### src/rtl/rxi_pkg.sv
// Shared types for the receive interrupt policy controller.
// Assumes the mode encoding is software visible and therefore fixed.
package rxi_pkg;
    localparam int MODE_W = 2;

    typedef enum logic [MODE_W-1:0] {
        RXI_OFF     = 2'b00,
        RXI_FIRST   = 2'b01,
        RXI_ALL     = 2'b10,
        RXI_SPECIAL = 2'b11
    } rxi_mode_e;

    typedef struct packed {
        logic overrun;
        logic framing;
        logic eof;
        logic parity;
    } rxi_err_s;
endpackage

### src/rtl/rxi_cond_eval.sv
// Classifies the head character: whether it counts (not stripped) and
// whether it carries a special receive condition.
// Assumes flags are valid in the cycle char_valid is high.
module rxi_cond_eval
    import rxi_pkg::*;
(
    input  logic     char_valid,
    input  logic     char_strip,
    input  rxi_err_s err,
    input  logic     parity_special_en,
    output logic     new_char,
    output logic     new_special,
    output logic     new_ovr,
    output logic     new_par
);
    // Qualify the character and derive its special condition.
    always_comb begin
        new_char    = char_valid && !char_strip;
        new_ovr     = new_char && err.overrun;
        new_par     = new_char && err.parity;
        new_special = new_char && (err.overrun || err.framing || err.eof ||
                                   (err.parity && parity_special_en));
    end
endmodule

### src/rtl/rxi_mode_ctl.sv
// Holds the mode register and the one-shot arm of the first-character policy.
// Assumes at most one mode write per cycle; an arm command beats disarming.
module rxi_mode_ctl
    import rxi_pkg::*;
(
    input  logic                clk,
    input  logic                rst_n,
    input  logic                cmd_chan_reset,
    input  logic                mode_we,
    input  logic [MODE_W-1:0]   mode_in,
    input  logic                cmd_arm_next,
    input  logic                new_char,
    output rxi_mode_e           mode_q,
    output logic                armed_q,
    output logic                mode_off_wr,
    output logic                first_fire
);
    logic arm_set;

    // Decode mode-write side effects and the first-character trigger.
    always_comb begin
        mode_off_wr = mode_we && (rxi_mode_e'(mode_in) == RXI_OFF);
        arm_set     = cmd_arm_next || (mode_we && (rxi_mode_e'(mode_in) == RXI_FIRST));
        first_fire  = new_char && (mode_q == RXI_FIRST) && armed_q;
    end

    // Mode and arm registers.
    always_ff @(posedge clk) begin
        if (!rst_n || cmd_chan_reset) begin
            mode_q  <= RXI_OFF;
            armed_q <= 1'b0;
        end else begin
            if (mode_we)
                mode_q <= rxi_mode_e'(mode_in);
            if (arm_set)
                armed_q <= 1'b1;
            else if (mode_we || first_fire)
                armed_q <= 1'b0;
        end
    end

    // The arm is consumed by the first counted character.
    assert_arm_consumed_R4: assert property (@(posedge clk)
        disable iff (!rst_n || cmd_chan_reset)
        (mode_q == RXI_FIRST && armed_q && new_char && !cmd_arm_next && !mode_we)
        |=> !armed_q);
endmodule

### src/rtl/rxi_cond_latch.sv
// Keeps the special-condition flag, the FIFO hold and the error status bits.
// Assumes set events from the current character override same-cycle clears.
module rxi_cond_latch
    import rxi_pkg::*;
(
    input  logic      clk,
    input  logic      rst_n,
    input  logic      cmd_chan_reset,
    input  rxi_mode_e mode_q,
    input  logic      mode_off_wr,
    input  logic      cmd_err_reset,
    input  logic      new_char,
    input  logic      new_special,
    input  logic      new_ovr,
    input  logic      new_par,
    output logic      spec_q,
    output logic      hold_q,
    output logic      stat_ovr_q,
    output logic      stat_par_q
);
    logic lock_mode;
    logic cond_clr;

    // Modes that freeze a faulty character, and the clear condition.
    always_comb begin
        lock_mode = (mode_q == RXI_FIRST) || (mode_q == RXI_SPECIAL);
        cond_clr  = cmd_err_reset || mode_off_wr;
    end

    // Special flag and hold: clear first, then the new character sets.
    always_ff @(posedge clk) begin
        if (!rst_n || cmd_chan_reset) begin
            spec_q <= 1'b0;
            hold_q <= 1'b0;
        end else begin
            spec_q <= (spec_q && !cond_clr) || new_special;
            hold_q <= (hold_q && !cond_clr) || (new_special && lock_mode);
        end
    end

    // Latched status bits, cleared by error reset only.
    always_ff @(posedge clk) begin
        if (!rst_n || cmd_chan_reset) begin
            stat_ovr_q <= 1'b0;
            stat_par_q <= 1'b0;
        end else begin
            stat_ovr_q <= (stat_ovr_q && !cmd_err_reset) || new_ovr;
            stat_par_q <= (stat_par_q && !cmd_err_reset) || new_par;
        end
    end

    // Hold only starts in a locking mode.
    assert_hold_lock_mode_R8: assert property (@(posedge clk)
        disable iff (!rst_n || cmd_chan_reset)
        $rose(hold_q) |-> ($past(mode_q) == RXI_FIRST || $past(mode_q) == RXI_SPECIAL));

    // Error reset with no new character clears hold and special flag.
    assert_err_reset_clears_R8: assert property (@(posedge clk)
        disable iff (!rst_n || cmd_chan_reset)
        (cmd_err_reset && !new_char) |=> (!hold_q && !spec_q && !stat_ovr_q && !stat_par_q));

    // Overrun status persists until error reset.
    assert_ovr_latched_R9: assert property (@(posedge clk)
        disable iff (!rst_n || cmd_chan_reset)
        (stat_ovr_q && !cmd_err_reset) |=> stat_ovr_q);
endmodule

### src/rtl/rx_irq_policy.sv
// Receive interrupt policy controller top: combines character
// classification, mode/arm control and condition latching, and keeps the
// per-character interrupt request. Assumes one character event per cycle.
module rx_irq_policy
    import rxi_pkg::*;
(
    input  logic              clk,
    input  logic              rst_n,
    input  logic              mode_we,
    input  logic [MODE_W-1:0] mode_in,
    input  logic              char_valid,
    input  logic              char_strip,
    input  logic              err_overrun,
    input  logic              err_framing,
    input  logic              err_eof,
    input  logic              err_parity,
    input  logic              parity_special_en,
    input  logic              char_read,
    input  logic              cmd_err_reset,
    input  logic              cmd_arm_next,
    input  logic              cmd_chan_reset,
    output logic              irq_req,
    output logic              special_vec,
    output logic              stat_overrun,
    output logic              stat_parity,
    output logic              fifo_hold
);
    rxi_err_s  err;
    logic      new_char, new_special, new_ovr, new_par;
    rxi_mode_e mode_q;
    logic      armed_q, mode_off_wr, first_fire;
    logic      spec_q, hold_q, stat_ovr_q, stat_par_q;
    logic      char_pend_q;

    assign err = '{overrun: err_overrun, framing: err_framing,
                   eof: err_eof, parity: err_parity};

    rxi_cond_eval i_eval (
        .char_valid        (char_valid),
        .char_strip        (char_strip),
        .err               (err),
        .parity_special_en (parity_special_en),
        .new_char          (new_char),
        .new_special       (new_special),
        .new_ovr           (new_ovr),
        .new_par           (new_par)
    );

    rxi_mode_ctl i_mode (
        .clk            (clk),
        .rst_n          (rst_n),
        .cmd_chan_reset (cmd_chan_reset),
        .mode_we        (mode_we),
        .mode_in        (mode_in),
        .cmd_arm_next   (cmd_arm_next),
        .new_char       (new_char),
        .mode_q         (mode_q),
        .armed_q        (armed_q),
        .mode_off_wr    (mode_off_wr),
        .first_fire     (first_fire)
    );

    rxi_cond_latch i_latch (
        .clk            (clk),
        .rst_n          (rst_n),
        .cmd_chan_reset (cmd_chan_reset),
        .mode_q         (mode_q),
        .mode_off_wr    (mode_off_wr),
        .cmd_err_reset  (cmd_err_reset),
        .new_char       (new_char),
        .new_special    (new_special),
        .new_ovr        (new_ovr),
        .new_par        (new_par),
        .spec_q         (spec_q),
        .hold_q         (hold_q),
        .stat_ovr_q     (stat_ovr_q),
        .stat_par_q     (stat_par_q)
    );

    // Per-character request: read (when unlocked) or mode-off clears, new character sets.
    always_ff @(posedge clk) begin
        if (!rst_n || cmd_chan_reset)
            char_pend_q <= 1'b0;
        else
            char_pend_q <= (char_pend_q && !((char_read && !hold_q) || mode_off_wr)) ||
                           (new_char && mode_q == RXI_ALL) || first_fire;
    end

    // Output drive.
    always_comb begin
        irq_req      = (mode_q != RXI_OFF) && (char_pend_q || spec_q);
        special_vec  = spec_q;
        stat_overrun = stat_ovr_q;
        stat_parity  = stat_par_q;
        fifo_hold    = hold_q;
    end

    // Every counted character requests an interrupt in the all-characters mode.
    assert_all_mode_irq_R5: assert property (@(posedge clk)
        disable iff (!rst_n || cmd_chan_reset)
        (mode_q == RXI_ALL && char_valid && !char_strip && !mode_we) |=> irq_req);

    // Stripped characters leave every output unchanged.
    assert_strip_ignored_R7: assert property (@(posedge clk)
        disable iff (!rst_n || cmd_chan_reset)
        (char_valid && char_strip && !char_read && !cmd_err_reset && !cmd_arm_next && !mode_we)
        |=> ($stable(irq_req) && $stable(fifo_hold) && $stable(special_vec) &&
             $stable(stat_overrun) && $stable(stat_parity)));

    // A read while the FIFO is held never drops a pending request.
    assert_locked_read_R10: assert property (@(posedge clk)
        disable iff (!rst_n || cmd_chan_reset)
        (hold_q && irq_req && !cmd_err_reset && !mode_we) |=> irq_req);
endmodule

### config.mk
export PLATFORM = sky130hd
export DESIGN_NAME = rx_irq_policy
export DESIGN_NICKNAME = d
export VERILOG_FILES = /design/src/rtl/rxi_pkg.sv /design/src/rtl/rxi_cond_eval.sv /design/src/rtl/rxi_mode_ctl.sv /design/src/rtl/rxi_cond_latch.sv /design/src/rtl/rx_irq_policy.sv
export SDC_FILE = /design/constraint.sdc
export NUM_CORES = 1
export LEC_CHECK = 0
export BUFFER_PORTS_ARGS = -buffer_cell sky130_fd_sc_hd__buf_2
export CORE_AREA = 2 2 39 41
export CTS_CLUSTER_SIZE = 8
export DETAILED_ROUTE_END_ITERATION = 8
export DIE_AREA = 0 0 41 43
export SLEW_MARGIN = 25
export SYNTH_ARGS = -nofsm -noshare
export SYNTH_HDL_FRONTEND = slang
export SYNTH_SLANG_ARGS = --single-unit
export TNS_END_PERCENT = 100
### constraint.sdc
create_clock -name clk -period 1.3 [get_ports clk]
set_input_delay 0.195 -clock clk [delete_from_list [all_inputs] [get_ports clk]]
set_output_delay 0.195 -clock clk [all_outputs]
set_load 0.02 [all_outputs]
# After elaboration in Yosys (flattened, before gate mapping)
# Index checks and enable logic that the tools add are counted.
[classes]
n_eq_ne = 4
reduce_logical = 43
n_mux = 2
[ops]
columns = ["op", "n"]
rows = [
  ["1-bit logical AND", 18],
  ["1-bit logical OR", 16],
  ["1-bit zero test", 6],
  ["2-bit by 1-bit == test with 1-bit output (second input constant)", 2],
  ["2-bit == test (second input constant)", 2],
  ["2-bit nonzero test", 2],
  ["2-bit zero test", 1],
  ["1-bit 2-to-1 mux", 2],
]
[word_totals]
register_bits = 8
elab_cells = 56
output_inout_bits = 5

# Logic depth before layout (Yosys ltp)
[logic_depth]
word_depth = 7
depth_mapped = 4
ltp_nobuf = 3

# Modules after synthesis
# Synthesis repeated with hierarchy kept, for this count alone.
[unflattened]
hier_cells = 45
area_unflattened_um2 = 394.1
[modules_own_cells]
columns = ["module", "area_each_um2", "cells_each", "n_inst"]
rows = [
  ["rxi_cond_latch", 151.4, 17, 1],
  ["rxi_mode_ctl", 138.9, 16, 1],
  ["rx_irq_policy", 63.8, 7, 1],
  ["rxi_cond_eval", 40.0, 5, 1],
]

# Worst setup path before layout
# Ideal clock, no wire load.
[synth_path]
path_kind = "reg-to-output"
from = "register i_latch.spec_q"
to = "output irq_req"
arrival_ps = 722
stages_incl_launch_ff = 2
setup_slack_ps = 383
required_time_ps = 1105
n_path_buf = 0
cell_sequence = "dfxtp_1 o22a_1"
[synth_via]
elab_chain_len = 2
[synth_lines]
columns = ["element", "line_no", "source"]
rows = [
  ["from (decl)", "rxi_cond_latch.sv:16", "output logic spec_q,"],
  ["from (signal assigned)", "rxi_cond_latch.sv:36", "spec_q <= (spec_q && !cond_clr) || new_special;"],
  ["1-bit logical OR", "rx_irq_policy.sv:91", "irq_req = (mode_q != RXI_OFF) && (char_pend_q || spec_q);"],
  ["1-bit logical AND", "rx_irq_policy.sv:91", ""],
  ["to (decl)", "rx_irq_policy.sv:22", "output logic irq_req,"],
]
# No other way between the ends.

# Worst setup path in the final report
[layout_path]
from = "register i_mode.mode_q[0]"
to = "output irq_req"
[layout_via]
elab_chain_len = 2
[layout_lines]
columns = ["element", "line_no", "source"]
rows = [
  ["from (decl)", "rxi_mode_ctl.sv:13", "output rxi_mode_e mode_q,"],
  ["from (signal assigned)", "rxi_mode_ctl.sv:34", "mode_q <= rxi_mode_e'(mode_in);"],
  ["2-bit nonzero test", "rx_irq_policy.sv:91", ""],
  ["1-bit logical AND", "rx_irq_policy.sv:91", ""],
]
# No other way between the ends.

==> impl_summary.md <==
GRT
The via count of the first global-routing pass is 323. The global-route wire length before repair is 1300 µm. The overall track demand over capacity in global routing is 0.116. The number of antenna violations at the first check in global routing is 0. The largest net degree at the start of global routing is 10. The sum of overflow across all layers after global routing is 0.

Layout
The relative area change from synthesis to final layout is 32.0%. Fill cells in the final layout number 151. The antenna cell count is 0.

The final net count is 80. For this run, the number of standard cells in the final layout without fillers is 78. The fraction of layout cells with a size suffix above 1 is 0.468.

Clock network
TritonCTS built the clock tree. For the worst-skew pair, the clock arrives at the later sink with an insertion delay of 0.26 ns. CTS built an H-tree with a depth of 1. The library cell used as clock root buffer is clkbuf_4.

The total clock buffers created by CTS is 3. The post-cts repair resize count is 0. The longest clock path from root to sink contains 2 buffers. The hold buffer count at CTS is 0. The clock sink count is 8. The clock-pin slew reported for the worst setup and hold paths after clock tree synthesis is 0.06 ns. The post-CTS setup-driven buffer insertion count is 0.

Worst hold path
The worst hold path belongs to the class primary input to register.

Die
The total area inside the core boundary comes to 1380 µm². The starting density of the core is 0.297. The overall die width is 41 µm. In this run the count of I/O pins placed on the die edge is 21. The site row count is 14. The vertical extent of the die is 43 µm. The full die area is 1760 µm².

Timing
Between clock sinks in the finished design, the worst skew comes to 0.00931 ns. The final number of hold-violating endpoints is 0. The clock period could shrink to 1.19 ns. For the pin with the worst max-slew slack, the measured transition is 0.262 ns. Setup repair after global routing left no endpoint under its margin. In the final timing run, aggregate negative setup slack is 0 ns. For this run, the top clock speed supported by timing is 0.840 GHz. The total count of max-transition violations in the final report is 0. The count of endpoints failing setup in the final report is 0. The final worst-path cycle share is 0.915. The worst pin sits at a relative slew slack of 0.825.

Power
The completed layout was analyzed and its total power is 0.532 mW. The share of total power dissipated in sequential elements is 0.481. The part of the total power dissipated in the clock network is 0.378. The internal power of the cells totals 0.396 mW. Of the total power, combinational logic draws 0.141. The worst-case IR drop observed on VDD is 0.350 mV.

The power density relative to cell area is 982 nW/µm². For this design the total switching power over the nets is 0.135 mW. The switching part of the total power is 0.255. In this run the static leakage power is 0.261 nW.

Placed design
The weighted congestion reported at the end of routability-driven placement is 0.687. Counting tap cells, the placed design contains a total of 75 instances. Port buffering added 20 buffers. The HPWL after detailed placement is 655 µm.

Setup path
STA puts the critical path data required time at 1.11 ns. STA classifies the critical path endpoint as a primary output. Of all nets on the critical path, the largest fanout is 6.

In this design, the stage delay of the slowest critical-path cell is 0.42 ns. Traced cell by cell, the critical path runs through o22a_1, buf_2. The data arrival time of the critical path is 1.00 ns. The category of cells accounting for the largest share of critical-path delay is flip-flops.

The critical path is of the register to primary output type. The slowest stage of the critical path belongs to the cell dfxtp_1. The worst setup path is launched from a register. Counting both buffers and inverters, the worst setup path holds a total of 1.

Drt
Before antenna repair, the detailed router went through 2 iterations. The count of routing violations after the opening detailed-route iteration is 3. The total vias in the final route is 368. The wire length per cell is 11.1 µm. The count of nets left with antenna violations once routing finished came out at 0.

The detailed-route vias per instance is 4.72. The final layout contains routed wiring with a total length of 866 µm. The residual DRC count is 0.

Yosys
The net count after synthesis is 56. Counting flops and latches in the post-synthesis netlist gives 8. The combined area of all synthesized cells is 410 µm². Synthesis handed over a netlist of 40 instances. The number of distinct standard cells referenced by the synthesized netlist is 22. Of the synthesized area, sequential elements account for 0.390.

Dividing the synthesized area by the synthesized cell count gives 10.3 µm². For this run, the number of Yosys warnings is 0.

Run status
The run finished with clean final reports.

Flow run
The max-capacitance violation count is 0.
final timing paths:
| kind | from | end | slack, ns | cells past startpoint |
|---|---|---|---|---|
| min | cmd_arm_next | i_mode.armed_q | 0.20 | 3 |
| min reg2reg | i_latch.spec_q | i_latch.spec_q | 0.49 | 1 |
| max reg2reg | i_mode.mode_q[0] | char_pend_q | 0.30 | 3 |
| max | i_mode.mode_q[0] | irq_req | 0.11 | 2 |
power groups by stage:
stage	Sequential (mW)	Combinational, mW	Clock (mW)
global placement	0.261	0.0754	0
global route	0.257	0.0824	0.218
finish	0.256	0.0749	0.201
floorplan	0.263	0.0359	0
CTS	0.256	0.0760	0.207
detailed placement	0.261	0.0756	0
area by class of cell:
class | instances | area, µm² | area share
multi-input combinational | 27 | 224 | 0.413
sequential | 8 | 160 | 0.296
timing repair buffer | 20 | 100 | 0.185
clock buffer | 3 | 22.5 | 0.0416
tap | 16 | 20.0 | 0.0370
inverter | 4 | 15.0 | 0.0277
Yosys cell counts:
master     n  share of area
inv_1      4          0.037
nand2_1    1         0.0091
a31oi_1    1          0.015
a2111oi_4  1          0.067
mux2_2     1          0.027
nor3_1     1          0.012
o21ai_0    1          0.012
a311o_1    1          0.024
buf_6      1          0.027
nor2b_4    1          0.034
nand2b_1   1          0.015
nor3b_2    2          0.061
nor2_1     4          0.037
o32ai_1    1          0.021
a22o_1     1          0.021
a21o_1     1          0.018
nand2b_4   1          0.034
a21oi_1    3          0.037
nor2b_1    2          0.030
o22a_1     1          0.021
dfxtp_1    8           0.39
mux2i_1    2          0.049
placed cells by master (no fill, tap or decap), drive strengths merged, types with 2 or more instances in the layout:
cell type	count
inv	4
buf	20
dfxtp	8
nand2b	2
nor2b	3
clkbuf	3
a21oi	3
mux2i	2
nor2	4
nor3b	2
worst register-to-register path, delay by kind of cell (launching register included):
family	cells	cell delay (ns)
simple gates	1	0.07
compound gates	1	0.14
mux	1	0.26
flops	1	0.42
logic make-up after synthesis:
| family | count (synthesis) | share of synthesized area |
|---|---|---|
| mux | 3 | 0.0762 |
| simple gates | 13 | 0.232 |
| flops | 8 | 0.390 |
| buf+inv | 5 | 0.0640 |
| compound gates | 11 | 0.238 |
sequential cells by signal (all words and copies together) (netlist names):
| register | flops |
|---|---|
| i_latch.hold_q | 1 |
| i_mode.armed_q | 1 |
| i_latch.stat_ovr_q | 1 |
| i_mode.mode_q | 2 |
| i_latch.spec_q | 1 |
| i_latch.stat_par_q | 1 |
| char_pend_q | 1 |
stage by stage:
stage | util | hold WS, ns | setup WS, ns | area [µm²]
floorplan | - | 0.334 | 0.383 | 410
CTS | 0.392 | 0.193 | 0.104 | 542
global placement | 0.375 | 0.461 | 0.269 | 519
global route | 0.392 | 0.193 | 0.0495 | 542
detailed placement | 0.375 | 0.465 | 0.249 | 519
finish | 0.392 | 0.196 | 0.110 | 542
per-layer routing:
layer / global-route usage / share of wire
met1: 0.133 / 0.41
met3: 0.0314 / 0.064
met2: 0.166 / 0.50
met5: 0 / 0
met4: 0.100 / 0.023
No activity file was read; power rests on OpenSTA's default activity.
